## src/rtl/eth_tx_pkg.sv

```systemverilog
package eth_tx_pkg;
  localparam int LEN_W = 16;
  localparam logic [31:0] CRC_POLY_REFL = 32'hEDB88320;

  typedef enum logic [3:0] {
    ST_IDLE, ST_LEN0, ST_LEN1, ST_LEN2, ST_PRE,
    ST_DATA, ST_FCS, ST_JAM, ST_BACKOFF, ST_DONE
  } tx_state_e;

  // reflected CRC-32, one nibble, LSB first
  function automatic logic [31:0] crc32_nibble(input logic [31:0] c, input logic [3:0] d);
    logic [31:0] r;
    r = c;
    for (int i = 0; i < 4; i++) begin
      if (r[0] ^ d[i]) r = (r >> 1) ^ CRC_POLY_REFL;
      else             r = r >> 1;
    end
    return r;
  endfunction
endpackage

```

## src/rtl/eth_tx_crc.sv

```systemverilog
module eth_tx_crc
  import eth_tx_pkg::*;
(
  input  logic       clk_i,
  input  logic       rst_ni,
  input  logic       init_i,
  input  logic       upd_i,
  input  logic [3:0] nib_i,
  input  logic       shift_i,
  output logic [3:0] fcs_nib_o
);
  logic [31:0] crc_q;

  always_ff @(posedge clk_i or negedge rst_ni) begin
    if (!rst_ni)      crc_q <= '1;
    else if (init_i)  crc_q <= '1;
    else if (upd_i)   crc_q <= crc32_nibble(crc_q, nib_i);
    else if (shift_i) crc_q <= {4'hF, crc_q[31:4]};
  end

  assign fcs_nib_o = ~crc_q[3:0];
endmodule

```

## src/rtl/eth_tx_backoff.sv

```systemverilog
module eth_tx_backoff #(
  parameter int SLOT_CYC = 128,
  parameter int BO_LIMIT = 10,
  parameter int ATT_W    = 5
) (
  input  logic             clk_i,
  input  logic             rst_ni,
  input  logic             load_i,
  input  logic [ATT_W-1:0] attempts_i,
  output logic             expired_o
);
  localparam int WAIT_W = BO_LIMIT + $clog2(SLOT_CYC) + 1;

  logic [15:0]         lfsr_q;
  logic [BO_LIMIT-1:0] mask;
  logic [WAIT_W-1:0]   wait_q;

  always_ff @(posedge clk_i or negedge rst_ni) begin
    if (!rst_ni) lfsr_q <= 16'hACE1;
    else         lfsr_q <= {lfsr_q[14:0], lfsr_q[15] ^ lfsr_q[13] ^ lfsr_q[12] ^ lfsr_q[10]};
  end

  // truncated exponent: bit i allowed when i < min(attempts, BO_LIMIT)
  for (genvar i = 0; i < BO_LIMIT; i++) begin : g_mask
    assign mask[i] = (32'(attempts_i) > 32'($unsigned(i)));
  end

  always_ff @(posedge clk_i or negedge rst_ni) begin
    if (!rst_ni)              wait_q <= '0;
    else if (load_i)          wait_q <= WAIT_W'(lfsr_q[BO_LIMIT-1:0] & mask) * WAIT_W'(SLOT_CYC);
    else if (wait_q != '0)    wait_q <= wait_q - 1'b1;
  end

  assign expired_o = (wait_q == '0);
endmodule

```

## src/rtl/eth_tx_engine.sv

```systemverilog
module eth_tx_engine
  import eth_tx_pkg::*;
#(
  parameter int          AW          = 12,
  parameter int          MIN_DATA    = 60,
  parameter int          PRE_NIBBLES = 16,
  parameter int          JAM_NIBBLES = 8,
  parameter logic [3:0]  JAM_NIB     = 4'hA,
  parameter int          SLOT_CYC    = 128,
  parameter int          MAX_ATT     = 16,
  parameter int          BO_LIMIT    = 10
) (
  input  logic          clk_i,
  input  logic          rst_ni,
  input  logic          start_i,
  input  logic [AW-1:0] base_addr_i,
  input  logic          half_duplex_i,
  input  logic          col_i,
  output logic          mem_rd_o,
  output logic [AW-1:0] mem_addr_o,
  input  logic [7:0]    mem_rdata_i,
  output logic [3:0]    txd_o,
  output logic          tx_en_o,
  output logic          done_o,
  output logic          abort_o,
  output logic          busy_o
);
  localparam int CNT_W = $clog2(PRE_NIBBLES > JAM_NIBBLES ? PRE_NIBBLES : JAM_NIBBLES);
  localparam int ATT_W = $clog2(MAX_ATT + 1);
  localparam int FCS_NIBBLES = 8;

  tx_state_e        st_q;
  logic [AW-1:0]    base_q;
  logic [LEN_W-1:0] len_q, idx_q, next_idx, nbytes;
  logic             ph_q, abort_q;
  logic [7:0]       byte_q;
  logic [CNT_W-1:0] cnt_q;
  logic [ATT_W-1:0] att_q;
  logic [3:0]       data_nib, fcs_nib;
  logic             tx_st, col_hit, bo_load, bo_expired, crc_init;

  assign next_idx = idx_q + 1'b1;
  assign nbytes   = (len_q < LEN_W'(MIN_DATA)) ? LEN_W'(MIN_DATA) : len_q;
  assign data_nib = ph_q ? byte_q[7:4] : byte_q[3:0];
  assign tx_st    = (st_q == ST_PRE) || (st_q == ST_DATA) || (st_q == ST_FCS);
  assign col_hit  = tx_st && half_duplex_i && col_i;
  assign bo_load  = (st_q == ST_JAM) && (cnt_q == CNT_W'(JAM_NIBBLES - 1)) && (att_q < ATT_W'(MAX_ATT));
  assign crc_init = (st_q == ST_LEN2) || ((st_q == ST_BACKOFF) && bo_expired);

  always_comb begin
    mem_rd_o   = 1'b0;
    mem_addr_o = base_q;
    unique case (st_q)
      ST_LEN0: mem_rd_o = 1'b1;
      ST_LEN1: begin mem_rd_o = 1'b1; mem_addr_o = base_q + AW'(1); end
      ST_PRE: begin
        mem_addr_o = base_q + AW'(2);
        mem_rd_o   = (cnt_q == CNT_W'(PRE_NIBBLES - 2)) && (len_q != '0);
      end
      ST_DATA: begin
        mem_addr_o = base_q + AW'(2) + AW'(next_idx);
        mem_rd_o   = !ph_q && (next_idx < len_q);
      end
      default: ;
    endcase
  end

  always_comb begin
    txd_o = 4'h0;
    unique case (st_q)
      ST_PRE:  txd_o = (cnt_q == CNT_W'(PRE_NIBBLES - 1)) ? 4'hD : 4'h5;
      ST_DATA: txd_o = data_nib;
      ST_FCS:  txd_o = fcs_nib;
      ST_JAM:  txd_o = JAM_NIB;
      default: ;
    endcase
  end

  always_ff @(posedge clk_i or negedge rst_ni) begin
    if (!rst_ni) begin
      st_q <= ST_IDLE; base_q <= '0; len_q <= '0; idx_q <= '0; ph_q <= 1'b0;
      byte_q <= '0; cnt_q <= '0; att_q <= '0; abort_q <= 1'b0;
    end else if (col_hit) begin
      st_q  <= ST_JAM;
      cnt_q <= '0;
      att_q <= att_q + 1'b1;
    end else begin
      unique case (st_q)
        ST_IDLE: if (start_i) begin
          st_q <= ST_LEN0; base_q <= base_addr_i; att_q <= '0; abort_q <= 1'b0;
        end
        ST_LEN0: st_q <= ST_LEN1;
        ST_LEN1: begin len_q[7:0] <= mem_rdata_i; st_q <= ST_LEN2; end
        ST_LEN2: begin len_q[15:8] <= mem_rdata_i; st_q <= ST_PRE; cnt_q <= '0; end
        ST_PRE: begin
          cnt_q <= cnt_q + 1'b1;
          if (cnt_q == CNT_W'(PRE_NIBBLES - 1)) begin
            st_q   <= ST_DATA;
            idx_q  <= '0;
            ph_q   <= 1'b0;
            byte_q <= (len_q != '0) ? mem_rdata_i : 8'h00;
          end
        end
        ST_DATA: begin
          if (!ph_q) ph_q <= 1'b1;
          else if (idx_q == nbytes - 1'b1) begin
            st_q  <= ST_FCS;
            cnt_q <= '0;
          end else begin
            idx_q  <= next_idx;
            ph_q   <= 1'b0;
            byte_q <= (next_idx < len_q) ? mem_rdata_i : 8'h00;
          end
        end
        ST_FCS: begin
          cnt_q <= cnt_q + 1'b1;
          if (cnt_q == CNT_W'(FCS_NIBBLES - 1)) st_q <= ST_DONE;
        end
        ST_JAM: begin
          cnt_q <= cnt_q + 1'b1;
          if (cnt_q == CNT_W'(JAM_NIBBLES - 1)) begin
            if (att_q >= ATT_W'(MAX_ATT)) begin
              st_q <= ST_DONE; abort_q <= 1'b1;
            end else st_q <= ST_BACKOFF;
          end
        end
        ST_BACKOFF: if (bo_expired) begin st_q <= ST_PRE; cnt_q <= '0; end
        ST_DONE: st_q <= ST_IDLE;
        default: st_q <= ST_IDLE;
      endcase
    end
  end

  eth_tx_crc u_crc (
    .clk_i, .rst_ni,
    .init_i   (crc_init),
    .upd_i    (st_q == ST_DATA),
    .nib_i    (data_nib),
    .shift_i  (st_q == ST_FCS),
    .fcs_nib_o(fcs_nib)
  );

  eth_tx_backoff #(.SLOT_CYC(SLOT_CYC), .BO_LIMIT(BO_LIMIT), .ATT_W(ATT_W)) u_backoff (
    .clk_i, .rst_ni,
    .load_i    (bo_load),
    .attempts_i(att_q),
    .expired_o (bo_expired)
  );

  assign tx_en_o = tx_st || (st_q == ST_JAM);
  assign done_o  = (st_q == ST_DONE);
  assign abort_o = (st_q == ST_DONE) && abort_q;
  assign busy_o  = (st_q != ST_IDLE);
endmodule

```

## config.mk

```make
export PLATFORM = sky130hd
export DESIGN_NAME = eth_tx_engine
export DESIGN_NICKNAME = d
export VERILOG_FILES = /design/src/rtl/eth_tx_pkg.sv /design/src/rtl/eth_tx_crc.sv /design/src/rtl/eth_tx_backoff.sv /design/src/rtl/eth_tx_engine.sv
export SDC_FILE = /design/constraint.sdc
export NUM_CORES = 1
export LEC_CHECK = 0
export BUFFER_PORTS_ARGS = -buffer_cell sky130_fd_sc_hd__buf_2
export CORE_UTILIZATION = 55
export DETAILED_ROUTE_END_ITERATION = 12
export PLACE_DENSITY = 0.73
export SLEW_MARGIN = 20
export SYNTH_ARGS = -nofsm -noshare
export SYNTH_HDL_FRONTEND = slang
export SYNTH_HIERARCHICAL = 1
export SYNTH_SLANG_ARGS = --single-unit
```

## constraint.sdc

```tcl
create_clock -name clk_i -period 3.7 [get_ports clk_i]
set_input_delay 0.185 -clock clk_i [delete_from_list [all_inputs] [get_ports clk_i]]
set_output_delay 0.185 -clock clk_i [all_outputs]
set_load 0.01 [all_outputs]
```

==> flow_metrics.py, run 1 <==
metrics = {
    "timing": {
        "holdWs_ns": 0.0309,
        "tightest_slew_ns": 0.873,
        "finalCritPeriodShare_pct": 102,
        "setup_viol": 1,
        "hold_violations": 0,
        "finClkSkew_ns": 0.0107,
        "worst_slew_margin_rel_pct": 41.6,
        "max_freq_mhz": 265,
        "setup_ws_ns": -0.0795,
        "period_minus_slack_ns": 3.78,
        "drv_slew": 0,
        "rsz0062_at_grt": "true",
    },
    "grt": {
        "antenna_found_initial": 0,
        "grt_use_total_pct": 28.2,
        "grt_pass1_vias": 7676,
        "grt_pass1_wl_mm": 39.0,
        "overflow": 0,
        "grt_max_degree": 88,
    },
    "die": {
        "io_pins": 46,
        "fp.dieW_um": 132,
        "row_count": 47,
        "die-area_um2": 17400,
        "core_area_um2": 16500,
        "die_y_um": 132,
        "initial_core_util_pct": 56.1,
    },
    "pwr": {
        "p_sw_mw": 4.80,
        "ir_drop_mv": 0.781,
        "p_clk_share_pct": 15.7,
        "powerDensity_nw_per_um2": 989,
        "intPower_mw": 6.03,
        "switching_share_pct": 44.3,
        "seqPwrFrac_pct": 25.6,
        "pwr-share-comb_pct": 58.7,
        "leakage_nw": 4.67,
    },
    "synth": {
        "synthDistinctLibCells": 83,
        "async_reset_ff_share_pct": 100,
        "ys_ff_latch": 133,
        "synth_cells": 1002,
        "yosysSeqAreaShare_pct": 36.4,
        "synth-warning-count": 6,
        "syn-num-nets": 1062,
        "avgSynthCellArea_um2": 9.26,
        "synth_ff_type": "dfrtp_1",
        "synth-edff-count": 0,
        "netlist_area_um2": 9280,
    },
    "layout": {
        "nNetsFinal": 1155,
        "n_antenna_cell": 0,
        "n_fill_cell": 1347,
        "area_growth_pct": 18.1,
        "final_layout_size_suffix_gt1_share_pct": 25.4,
    },
    "clock_network": {
        "cts_tree": "done",
        "clkLatencyLatePin_ns": 0.43,
        "clk_pin_slew_ns": 0.06,
        "root_buffer": "clkbuf_16",
        "cts_num_sinks": 133,
        "cts.path.max_buffers": 2,
        "htreeDepth": 4,
        "cts-buffers-inserted": 17,
    },
    "placement": {
        "dpl.hpwl_mm": 17.0,
        "gp_congestion": 0.967,
        "dpl_worst_slack_ns": -0.202,
        "place.port_buffers": 45,
    },
    "outcome": {
        "outcome": "complete, but fails checks",
        "violations": "setup timing",
    },
    "detailed_routing": {
        "ant_nets": 0,
        "wl_per_cell_um": 18.0,
        "vias": 8121,
        "drc": 0,
        "vias_per_cell": 6.12,
        "postRouteWirelength_mm": 23.9,
        "dr.pass1.iters": 8,
        "drt_iter0_markers": 821,
    },
    "critical_path": {
        "crit_path_max_fanout": 2,
        "start_kind": "register",
        "crit_chain": "ha_2 > nand3_2 > or3_4 > nor2_4 > nand3_2 > or2_4 > or2_4 > xnor2_1 > ha_1 > a21o_1 > a2111oi_4 > o21ai_2 > o221ai_2 > buf_2",
        "cp_num_buf_inv": 1,
        "slowest_delay_ns": 0.35,
        "crit_family": "simple AND/OR/NAND/NOR gates",
        "cp-end-kind": "output port",
        "slowest_stage": "dfrtp_1",
        "arrival_ns": 3.59,
        "critPathKind": "reg2out",
        "required_ns": 3.51,
    },
    "worst_hold_path": {
        "hold_class": "in2reg",
    },
    "job": {
        "max_cap_violations": 0,
    },
}
==> through the flow <==
stage                     total power [mW]  util (%)  area, µm²   TNS, ns  std cells
final                                 10.8      66.3      11000   -0.0795       1328
after global routing                  11.6      66.3      11000    -0.359       1328
after CTS                             10.7      65.7      10900    -0.392       1325
after detailed placement              8.92      60.9      10100     -1.70       1275
after global placement                8.81      60.9      10100  -0.00313       1275
after floorplan                       7.30         -       9290         0       1002
==> final cells by class <==
| class | count | area [µm²] | share of cell area (%) |
|---|---|---|---|
| clock inverters | 15 | 161 | 1.47 |
| well taps | 220 | 275 | 2.51 |
| inverters | 41 | 154 | 1.41 |
| multi-input cells | 774 | 5660 | 51.7 |
| repair buffers | 128 | 900 | 8.22 |
| clock buffers | 17 | 425 | 3.88 |
| flip-flops and latches | 133 | 3380 | 30.9 |
==> power groups by stage <==
stage	logic (mW)	clock network, mW	registers [mW]
finish	6.35	1.70	2.78
global route	6.95	1.78	2.87
CTS	6.24	1.71	2.76
detailed placement	6.15	0	2.78
global placement	6.05	0	2.76
floorplan	4.70	0	2.60
==> synth_stat cells, drive strengths merged (21+ instances only) <==
library cell,n,area (µm²)
xor2,28,245
o21ai,67,347
inv,39,146
nand3,32,173
nor2,70,263
dfrtp,93,2330
nor2b,26,163
nand2,78,293
a21oi,50,250
mux2,21,236
xnor2,54,563
nor3,29,150
dfstp,40,1050
ha,34,425
mux2i,21,210
clkbuf,37,140
==> worst min-delay path, delay by kind of cell <==
family                 cells  cell delay [ns]
buffers and inverters      1             0.14
and+or+nand+nor            2             0.10
==> routing by layer <==
layer / part of all wire (%) / vias up / track usage, %
li1: - / 3878 / -
met1: 46 / 3924 / 39.5
met2: 46 / 272 / 43.8
met3: 5.7 / 47 / 5.38
met4: 2.6 / 0 / 10.1
met5: 0 / - / 0
==> registers in the layout, summed over array words and instances, names as in the netlist <==
name              count
u_crc/crc_q          32
u_backoff/wait_q     18
idx_q                16
len_q                16
u_backoff/lfsr_q     16
base_q               12
byte_q                8
att_q                 5
cnt_q                 4
st_q                  4
abort_q               1
ph_q                  1
==> final timing paths <==
kind                                           startpoint                              end  slack [ns]  depth (start not counted)
max                                  idx_q[0]$_DFFE_PN0P_                         mem_rd_o       -0.08                         14
min in group asynchronous                          rst_ni  u_backoff/wait_q[2]$_DFFE_PN0P_        0.37                          2
min                                        mem_rdata_i[0]             len_q[0]$_DFFE_PN0P_        0.03                          3
max in group asynchronous                          rst_ni    u_backoff/lfsr_q[7]$_DFF_PN1_        2.42                          3
max reg2reg                          len_q[6]$_DFFE_PN0P_            byte_q[2]$_DFFE_PN0P_        0.11                         13
min reg2reg                u_backoff/lfsr_q[14]$_DFF_PN0_   u_backoff/lfsr_q[15]$_DFF_PN1_        0.35                          0
==> kinds of logic (layout without fill, tap and decap cells) <==
logic type                 after synthesis  in the layout  synth area share, %
AOI/OAI and AO/OA                      276            276                 20.7
xor gates and xnor gates                86             86                 9.73
adders and majority gates               35             35                 4.80
buffers and inverters                   95            201                 4.18
DFF                                    133            133                 36.4
muxes                                   42             42                 4.82
and+or+nand+nor                        335            335                 19.3
==> repair_timing <==
item	4_1_cts	5_1_grt
hold buffers	13	0
buffers inserted	5	3
endpoints found under the hold margin	59	0
setup endpoints to repair	14	30
pin swaps	12	12
resized for setup	10	14
==> cell usage in the layout, fill, tap and decap left out, types with 7 or more instances in the layout <==
master          n
mux2i_1        21
mux2_2         21
nor4_1         12
a21oi_1        50
a21o_1          7
a211oi_1       12
dfrtp_1        93
nor2_1         66
a211o_1        20
xor2_1         28
nor3_1         26
o21a_1          9
ha_1           32
o21ai_0        63
buf_2          44
nand3_1        29
or3_1           7
or2_1           9
dfstp_2        40
or2_2           8
nor2b_1        25
buf_4          69
dlygate4sd3_1  13
o31ai_1         9
and3_1          7
nand2_1        78
xnor2_1        46
clkbuf_16      17
a22o_2         11
o211ai_1       11
inv_1          38
a31oi_1         9
nand4_1        14
No activity file was read; power rests on OpenSTA's default activity.
==> run 2, diff against run 1 <==
==> constraint.sdc (replaced) <==
create_clock -name clk_i -period 3.7 [get_ports clk_i]
set_input_delay 0.185 -clock clk_i [delete_from_list [all_inputs] [get_ports clk_i]]
set_output_delay 0.185 -clock clk_i [all_outputs]
set_load 0.02 [all_outputs]
==> run 2 against run 1 <==
The flow still finishes with violations (setup timing). Clock skew fell by 0.0010 ns. Global-route usage grew 0.064 points. Setup slack worse by 0.030 ns. Count of clock-buffer cells in the layout rose by 2. Wire length increased by 1.2%. Via count fell by 0.38%.
==> flow_metrics.py, run 2 (same netlist as run 1, synthesis figures left out) <==
metrics = {
    "critical_path": {
        "cp-end-kind": "output port",
        "critPathKind": "reg2out",
        "cp_num_buf_inv": 1,
        "start_kind": "register",
        "slowest_delay_ns": 0.36,
        "crit_family": "simple AND/OR/NAND/NOR gates",
        "reg2reg_depth": 17,
        "crit_path_max_fanout": 3,
        "crit_chain": "ha_2 > nand3_2 > or3_4 > nor2_4 > nand3_2 > or2_4 > or2_4 > xnor2_2 > ha_1 > a21o_1 > a2111oi_4 > o21ai_2 > o221ai_2 > buf_4",
        "arrival_ns": 3.62,
        "required_ns": 3.51,
        "slowest_stage": "or3_4",
        "cp_num_cells": 14,
    },
    "detailed_routing": {
        "drt_iter0_markers": 637,
        "ant_nets": 0,
        "drc": 0,
        "postRouteWirelength_mm": 24.2,
        "vias": 8090,
        "vias_per_cell": 6.12,
        "wl_per_cell_um": 18.3,
        "dr.pass1.iters": 6,
    },
    "clock_network": {
        "cts_tree": "done",
        "root_buffer": "clkbuf_16",
        "cts.path.max_buffers": 2,
        "cts_num_sinks": 133,
        "cts-buffers-inserted": 17,
        "clk_pin_slew_ns": 0.06,
        "htreeDepth": 4,
        "clkLatencyLatePin_ns": 0.43,
    },
    "outcome": {
        "violations": "setup timing",
        "outcome": "complete, but fails checks",
    },
    "pwr": {
        "pwr-share-comb_pct": 58.7,
        "leakage_nw": 4.69,
        "powerDensity_nw_per_um2": 999,
        "p_sw_mw": 4.90,
        "switching_share_pct": 44.4,
        "seqPwrFrac_pct": 25.7,
        "power_mw": 11.0,
        "ir_drop_mv": 0.770,
        "intPower_mw": 6.12,
        "p_clk_share_pct": 15.6,
    },
    "placement": {
        "dpl.hpwl_mm": 16.9,
        "place.port_buffers": 45,
        "gp_congestion": 0.885,
        "dpl_worst_slack_ns": -0.0876,
        "dpl_cell_area_um2": 9990,
    },
    "layout": {
        "largest_register_ffs": 32,
        "layout_commonest_cell": "dfrtp_1",
        "n_antenna_cell": 0,
        "reg.largest.list": "u_crc/crc_q (32), u_backoff/wait_q (18)",
        "area_growth_pct": 18.9,
        "nNetsFinal": 1148,
        "top_register": "u_crc/crc_q",
        "final_area_um2": 11000,
        "layout_common_cells": "dfrtp_1 (90), nand2_1 (75), nor2_1 (66)",
        "final_layout_size_suffix_gt1_share_pct": 26.0,
    },
    "die": {
        "row_count": 47,
        "io_pins": 46,
        "fp.dieW_um": 132,
        "die-area_um2": 17400,
        "initial_core_util_pct": 56.1,
        "core_area_um2": 16500,
        "die_y_um": 132,
    },
    "timing": {
        "drv_slew": 0,
        "rsz0062_at_grt": "true",
        "finalCritPeriodShare_pct": 103,
        "period_minus_slack_ns": 3.81,
        "hold_violations": 0,
        "finClkSkew_ns": 0.00965,
        "setup_viol": 1,
        "tightest_slew_ns": 0.959,
        "fin_tns_setup_ns": -0.109,
        "setup_ws_ns": -0.109,
        "max_freq_mhz": 263,
        "worst_slew_margin_rel_pct": 36.1,
    },
    "grt": {
        "grt_use_total_pct": 28.3,
        "grt_pass1_vias": 7555,
        "overflow": 0,
        "grt_pass1_wl_mm": 39.2,
        "grt_max_degree": 104,
        "antenna_found_initial": 0,
    },
    "worst_hold_path": {
        "hold_class": "in2reg",
        "min_path_cells": 3,
    },
    "job": {
        "max_cap_violations": 0,
    },
}
## run 2: cell types whose count changed in the layout (fill, tap and decap cells not counted), moves of 2 or more
cell / before / now
clkbuf_8: 0 / 2
nand2_4: 0 / 3
dfrtp_1: 93 / 90
clkinv_2: 0 / 2
buf_6: 1 / 5
clkinv_4: 1 / 3
nand2_1: 78 / 75
dfrtp_2: 0 / 3
buf_12: 1 / 3
inv_8: 5 / 0
buf_4: 69 / 57
## run 2: final timing paths
path	from	endpoint	slack, ns
max	idx_q[1]$_DFFE_PN0P_	mem_rd_o	-0.11
min	mem_rdata_i[0]	len_q[0]$_DFFE_PN0P_	0.03
max reg2reg	len_q[6]$_DFFE_PN0P_	idx_q[0]$_DFFE_PN0P_	0.12
min reg2reg	u_backoff/lfsr_q[14]$_DFF_PN0_	u_backoff/lfsr_q[15]$_DFF_PN1_	0.35
max in group asynchronous	rst_ni	u_crc/crc_q[20]$_DFFE_PN1P_	2.38
min in group asynchronous	rst_ni	u_backoff/wait_q[2]$_DFFE_PN0P_	0.42
## run 2: timing repair
action | in CTS | in global routing
hold endpoints to repair | 90 | 0
buffers inserted | 3 | 11
hold buffers | 13 | 0
pin swaps | 6 | 17
endpoints found under the setup margin | 21 | 31
gates resized for setup | 16 | 30
## run 2: power groups by stage
| stage | Sequential (mW) | Combinational [mW] | Clock [mW] |
|---|---|---|---|
| finish | 2.83 | 6.46 | 1.72 |
| global route | 2.92 | 7.08 | 1.80 |
| CTS | 2.80 | 6.27 | 1.74 |
| detailed placement | 2.81 | 6.16 | 0 |
| global placement | 2.79 | 6.05 | 0 |
| floorplan | 2.60 | 4.84 | 0 |
## run 2: per-layer routing
| metal | vias to the layer above | routed length, µm | GRT usage, % |
|---|---|---|---|
| li1 | 3859 | - | - |
| met1 | 3949 | 11400 | 40.9 |
| met2 | 247 | 11200 | 43.7 |
| met3 | 35 | 1110 | 4.50 |
| met4 | 0 | 470 | 8.79 |
| met5 | - | 0 | 0 |
## run 2: final cells by class
| cell class | instances | area, µm² |
|---|---|---|
| Clock inverter | 13 | 146 |
| Multi-Input combinational cell | 774 | 5730 |
| Sequential cell | 133 | 3380 |
| Tap cell | 220 | 275 |
| Fill cell | 1307 | 5490 |
| Clock buffer | 19 | 453 |
| Timing Repair Buffer | 121 | 890 |
| Inverter | 41 | 154 |
## run 2: worst reg2reg max path, stage by stage, from the launching register on
cell and delay, ns:
dfrtp_1 0.41, nor4_4 0.29, and3_4 0.25, nand2_4 0.08
nand2_4 0.08, ha_4 0.14, buf_6 0.11, nand2b_4 0.06
nor4_4 0.32, mux2i_1 0.29, o2111a_1 0.22, nand4_1 0.15
buf_4 0.19, nor4_4 0.21, buf_12 0.16, nor3_1 0.06
buf_12 0.20, mux2_2 0.26
## run 2: stage by stage
step	util (%)	hold WS (ns)	cells
global placement	60.5	0.339	1263
global route	66.8	0.0585	1321
finish	66.8	0.0327	1321
CTS	65.5	0.0218	1311
floorplan	-	-0.111	1002
detailed placement	60.5	0.343	1263
==> run 3, diff against run 2 <==
--- a/config.mk
+++ b/config.mk
@@ -5,7 +5,10 @@
 export SDC_FILE = /design/constraint.sdc
 export NUM_CORES = 1
 export LEC_CHECK = 0
+export ABC_AREA = 1
 export BUFFER_PORTS_ARGS = -buffer_cell sky130_fd_sc_hd__buf_2
+export CAP_MARGIN = 20
+export CORE_MARGIN = 4
 export CORE_UTILIZATION = 55
 export DETAILED_ROUTE_END_ITERATION = 12
 export PLACE_DENSITY = 0.73
==> run 3 against run 2 <==
The flow now finishes without violations. First-iteration DRC count fell by 15%. Setup slack improved by 0.26 ns. Synthesized cell count rose by 31%. Critical path depth rose by 2. Clock skew rose by 0.0038 ns. Die area rose by 9.4%. Utilization fell by 1.7 points. Via count rose by 9.7%. Final cell count rose by 23%. Global-route usage fell by 2.2 points. Critical path type unchanged. Critical endpoint unchanged. Largest power group unchanged.
==> flow_metrics.py, run 3 <==
metrics = {
    "outcome": {
        "outcome": "complete, no violations",
    },
    "die": {
        "core_area_um2": 16600,
        "row_count": 47,
        "fp.dieW_um": 138,
        "initial_core_util_pct": 56.0,
        "io_pins": 46,
        "die-area_um2": 19000,
        "die_y_um": 138,
    },
    "layout": {
        "layout_commonest_cell": "nand2_1",
        "nNetsFinal": 1452,
        "largest_register_ffs": 32,
        "top_register": "u_crc/crc_q",
        "final_layout_size_suffix_gt1_share_pct": 16.3,
        "n_antenna_cell": 0,
        "area_growth_pct": 16.1,
        "layout_common_cells": "nand2_1 (388), inv_1 (177), nand3_1 (109)",
        "final_cells": 1625,
        "reg.largest.list": "u_crc/crc_q (32), u_backoff/wait_q (18)",
        "n_fill_cell": 1464,
    },
    "clock_network": {
        "cts_num_sinks": 133,
        "htreeDepth": 4,
        "root_buffer": "clkbuf_16",
        "clkLatencyLatePin_ns": 0.43,
        "clk_pin_slew_ns": 0.06,
        "cts_tree": "done",
        "cts-buffers-inserted": 17,
        "cts.path.max_buffers": 2,
    },
    "synth": {
        "synth_ff_type": "dfrtp_1",
        "synthDistinctLibCells": 52,
        "yosysSeqAreaShare_pct": 36.4,
        "async_reset_ff_share_pct": 100,
        "synth-warning-count": 6,
        "avgSynthCellArea_um2": 7.05,
        "synth_top_family_by_area": "simple AND/OR/NAND/NOR gates",
        "synth_cells": 1317,
        "muxShareOfSynthArea_pct": 0,
        "synth_most_common_cell": "nand2_1",
        "yosys-top-cells-area": "dfrtp_1 (25%), nand2_1 (16%), dfstp_2 (11%)",
        "ys_ff_latch": 133,
        "synthXorXnorAreaFrac_pct": 3.64,
        "synth-compound-area-share_pct": 11.2,
        "netlist_area_um2": 9280,
        "synth_common_cells": "nand2_1 (389), inv_1 (179), nand3_1 (112)",
        "synthSimpleGateAreaFrac_pct": 34.9,
        "syn-num-nets": 1377,
        "synth_top_area_share_pct": 25.1,
        "synth-edff-count": 0,
        "yosys.area.top_type": "dfrtp_1",
        "synthAdderAreaFrac_pct": 4.80,
    },
    "timing": {
        "hold_violations": 0,
        "setup_ws_ns": 0.149,
        "finClkSkew_ns": 0.0135,
        "rsz0062_at_grt": "true",
        "worst_slew_margin_rel_pct": 21.9,
        "finalCritPeriodShare_pct": 96.0,
        "max_freq_mhz": 282,
        "fin_tns_setup_ns": 0,
        "tightest_slew_ns": 1.16,
        "setup_viol": 0,
        "period_minus_slack_ns": 3.55,
        "drv_slew": 0,
        "holdWs_ns": 0.0358,
    },
    "grt": {
        "antenna_found_initial": 0,
        "grt_use_total_pct": 26.1,
        "grt_max_degree": 91,
        "grt_pass1_wl_mm": 39.6,
        "overflow": 0,
        "grt_pass1_vias": 8076,
    },
    "placement": {
        "gp_congestion": 0.893,
        "dpl.hpwl_mm": 17.3,
        "dpl_worst_slack_ns": 0.238,
        "place_inst": 1570,
        "place.port_buffers": 45,
    },
    "critical_path": {
        "critPathKind": "reg2out",
        "regToRegSetupSlack_ns": 0.38,
        "required_ns": 3.51,
        "crit_path_max_fanout": 4,
        "cp-end-kind": "output port",
        "arrival_ns": 3.37,
        "start_kind": "register",
    },
    "pwr": {
        "power_mw": 8.90,
        "powerDensity_nw_per_um2": 825,
        "leakage_nw": 5.44,
        "ir_drop_mv": 0.451,
    },
    "worst_hold_path": {
        "hold_class": "in2reg",
    },
    "detailed_routing": {
        "postRouteWirelength_mm": 24.0,
        "vias": 8876,
        "vias_per_cell": 5.46,
        "drt_iter0_markers": 544,
        "wl_per_cell_um": 14.7,
        "dr.pass1.iters": 5,
        "ant_nets": 0,
        "drc": 0,
    },
    "job": {
        "max_cap_violations": 0,
    },
}
## run 3: worst paths after layout
path / start / end / cells past startpoint
setup reg to reg: idx_q[1]$_DFFE_PN0P_ / byte_q[4]$_DFFE_PN0P_ / 17
hold / removal: mem_rdata_i[1] / len_q[1]$_DFFE_PN0P_ / 3
max in group asynchronous: rst_ni / u_crc/crc_q[9]$_DFFE_PN1P_ / 3
setup / recovery: idx_q[1]$_DFFE_PN0P_ / mem_rd_o / 16
min in group asynchronous: rst_ni / len_q[4]$_DFFE_PN0P_ / 2
hold reg to reg: u_backoff/lfsr_q[6]$_DFF_PN1_ / u_backoff/lfsr_q[7]$_DFF_PN1_ / 0
## run 3: logic make-up (layout without fill, tap and decap cells)
kind of cell	count (synthesis)	count (layout)
XOR/XNOR	37	37
AND/OR/NAND/NOR	718	718
AO/OA/AOI/OAI	178	178
buffers and inverters	216	304
flip-flops	133	133
adder cells (fa/ha/maj)	35	35
## run 3: where the power goes
part	internal, mW	total, mW	switching (mW)
registers	2.04	2.53	0.489
clock network	1.15	1.82	0.668
logic	1.52	4.55	3.03
## run 3: worst max-delay path, cell delays in order, from the launching register on
cell and delay [ns]:
dfrtp_1 0.39, ha_2 0.24, nand3_4 0.08, nor3_4 0.21
nand3_2 0.15, nor3_4 0.24, xor2_1 0.20, inv_2 0.09
buf_4 0.14, ha_1 0.26, inv_1 0.06, o31ai_2 0.23
a21o_1 0.16, a31oi_2 0.05, nand2_1 0.14, o311ai_4 0.11
buf_6 0.19
## run 3: what timing repair did
item	4_1_cts	5_1_grt
hold endpoints to repair	84	0
resized for setup	3	34
pin swaps	0	16
endpoints found under the setup margin	2	4
buffers inserted	4	6
hold buffers	13	0
## run 3: metal layers
| metal | part of all wire (%) | global-route usage (%) |
|---|---|---|
| met1 | 46 | 36.6 |
| met2 | 46 | 40.9 |
| met3 | 5.5 | 5.33 |
| met4 | 1.7 | 7.85 |
| met5 | 0 | 0 |
## run 3: area by class of cell
class | instances | area (µm²) | area share [%]
repair buffers | 79 | 532 | 4.93
inverters | 193 | 724 | 6.72
multi-input cells | 968 | 5230 | 48.5
clock inverters | 14 | 199 | 1.85
well taps | 220 | 275 | 2.55
flip-flops and latches | 133 | 3380 | 31.4
clock buffers | 18 | 439 | 4.07
## run 3: through the flow
stage	utilization, %	area (µm²)
after floorplan	-	9280
after global placement	58.9	9760
after detailed placement	58.9	9760
after CTS	63.7	10600
after global routing	65.0	10800
final	65.0	10800
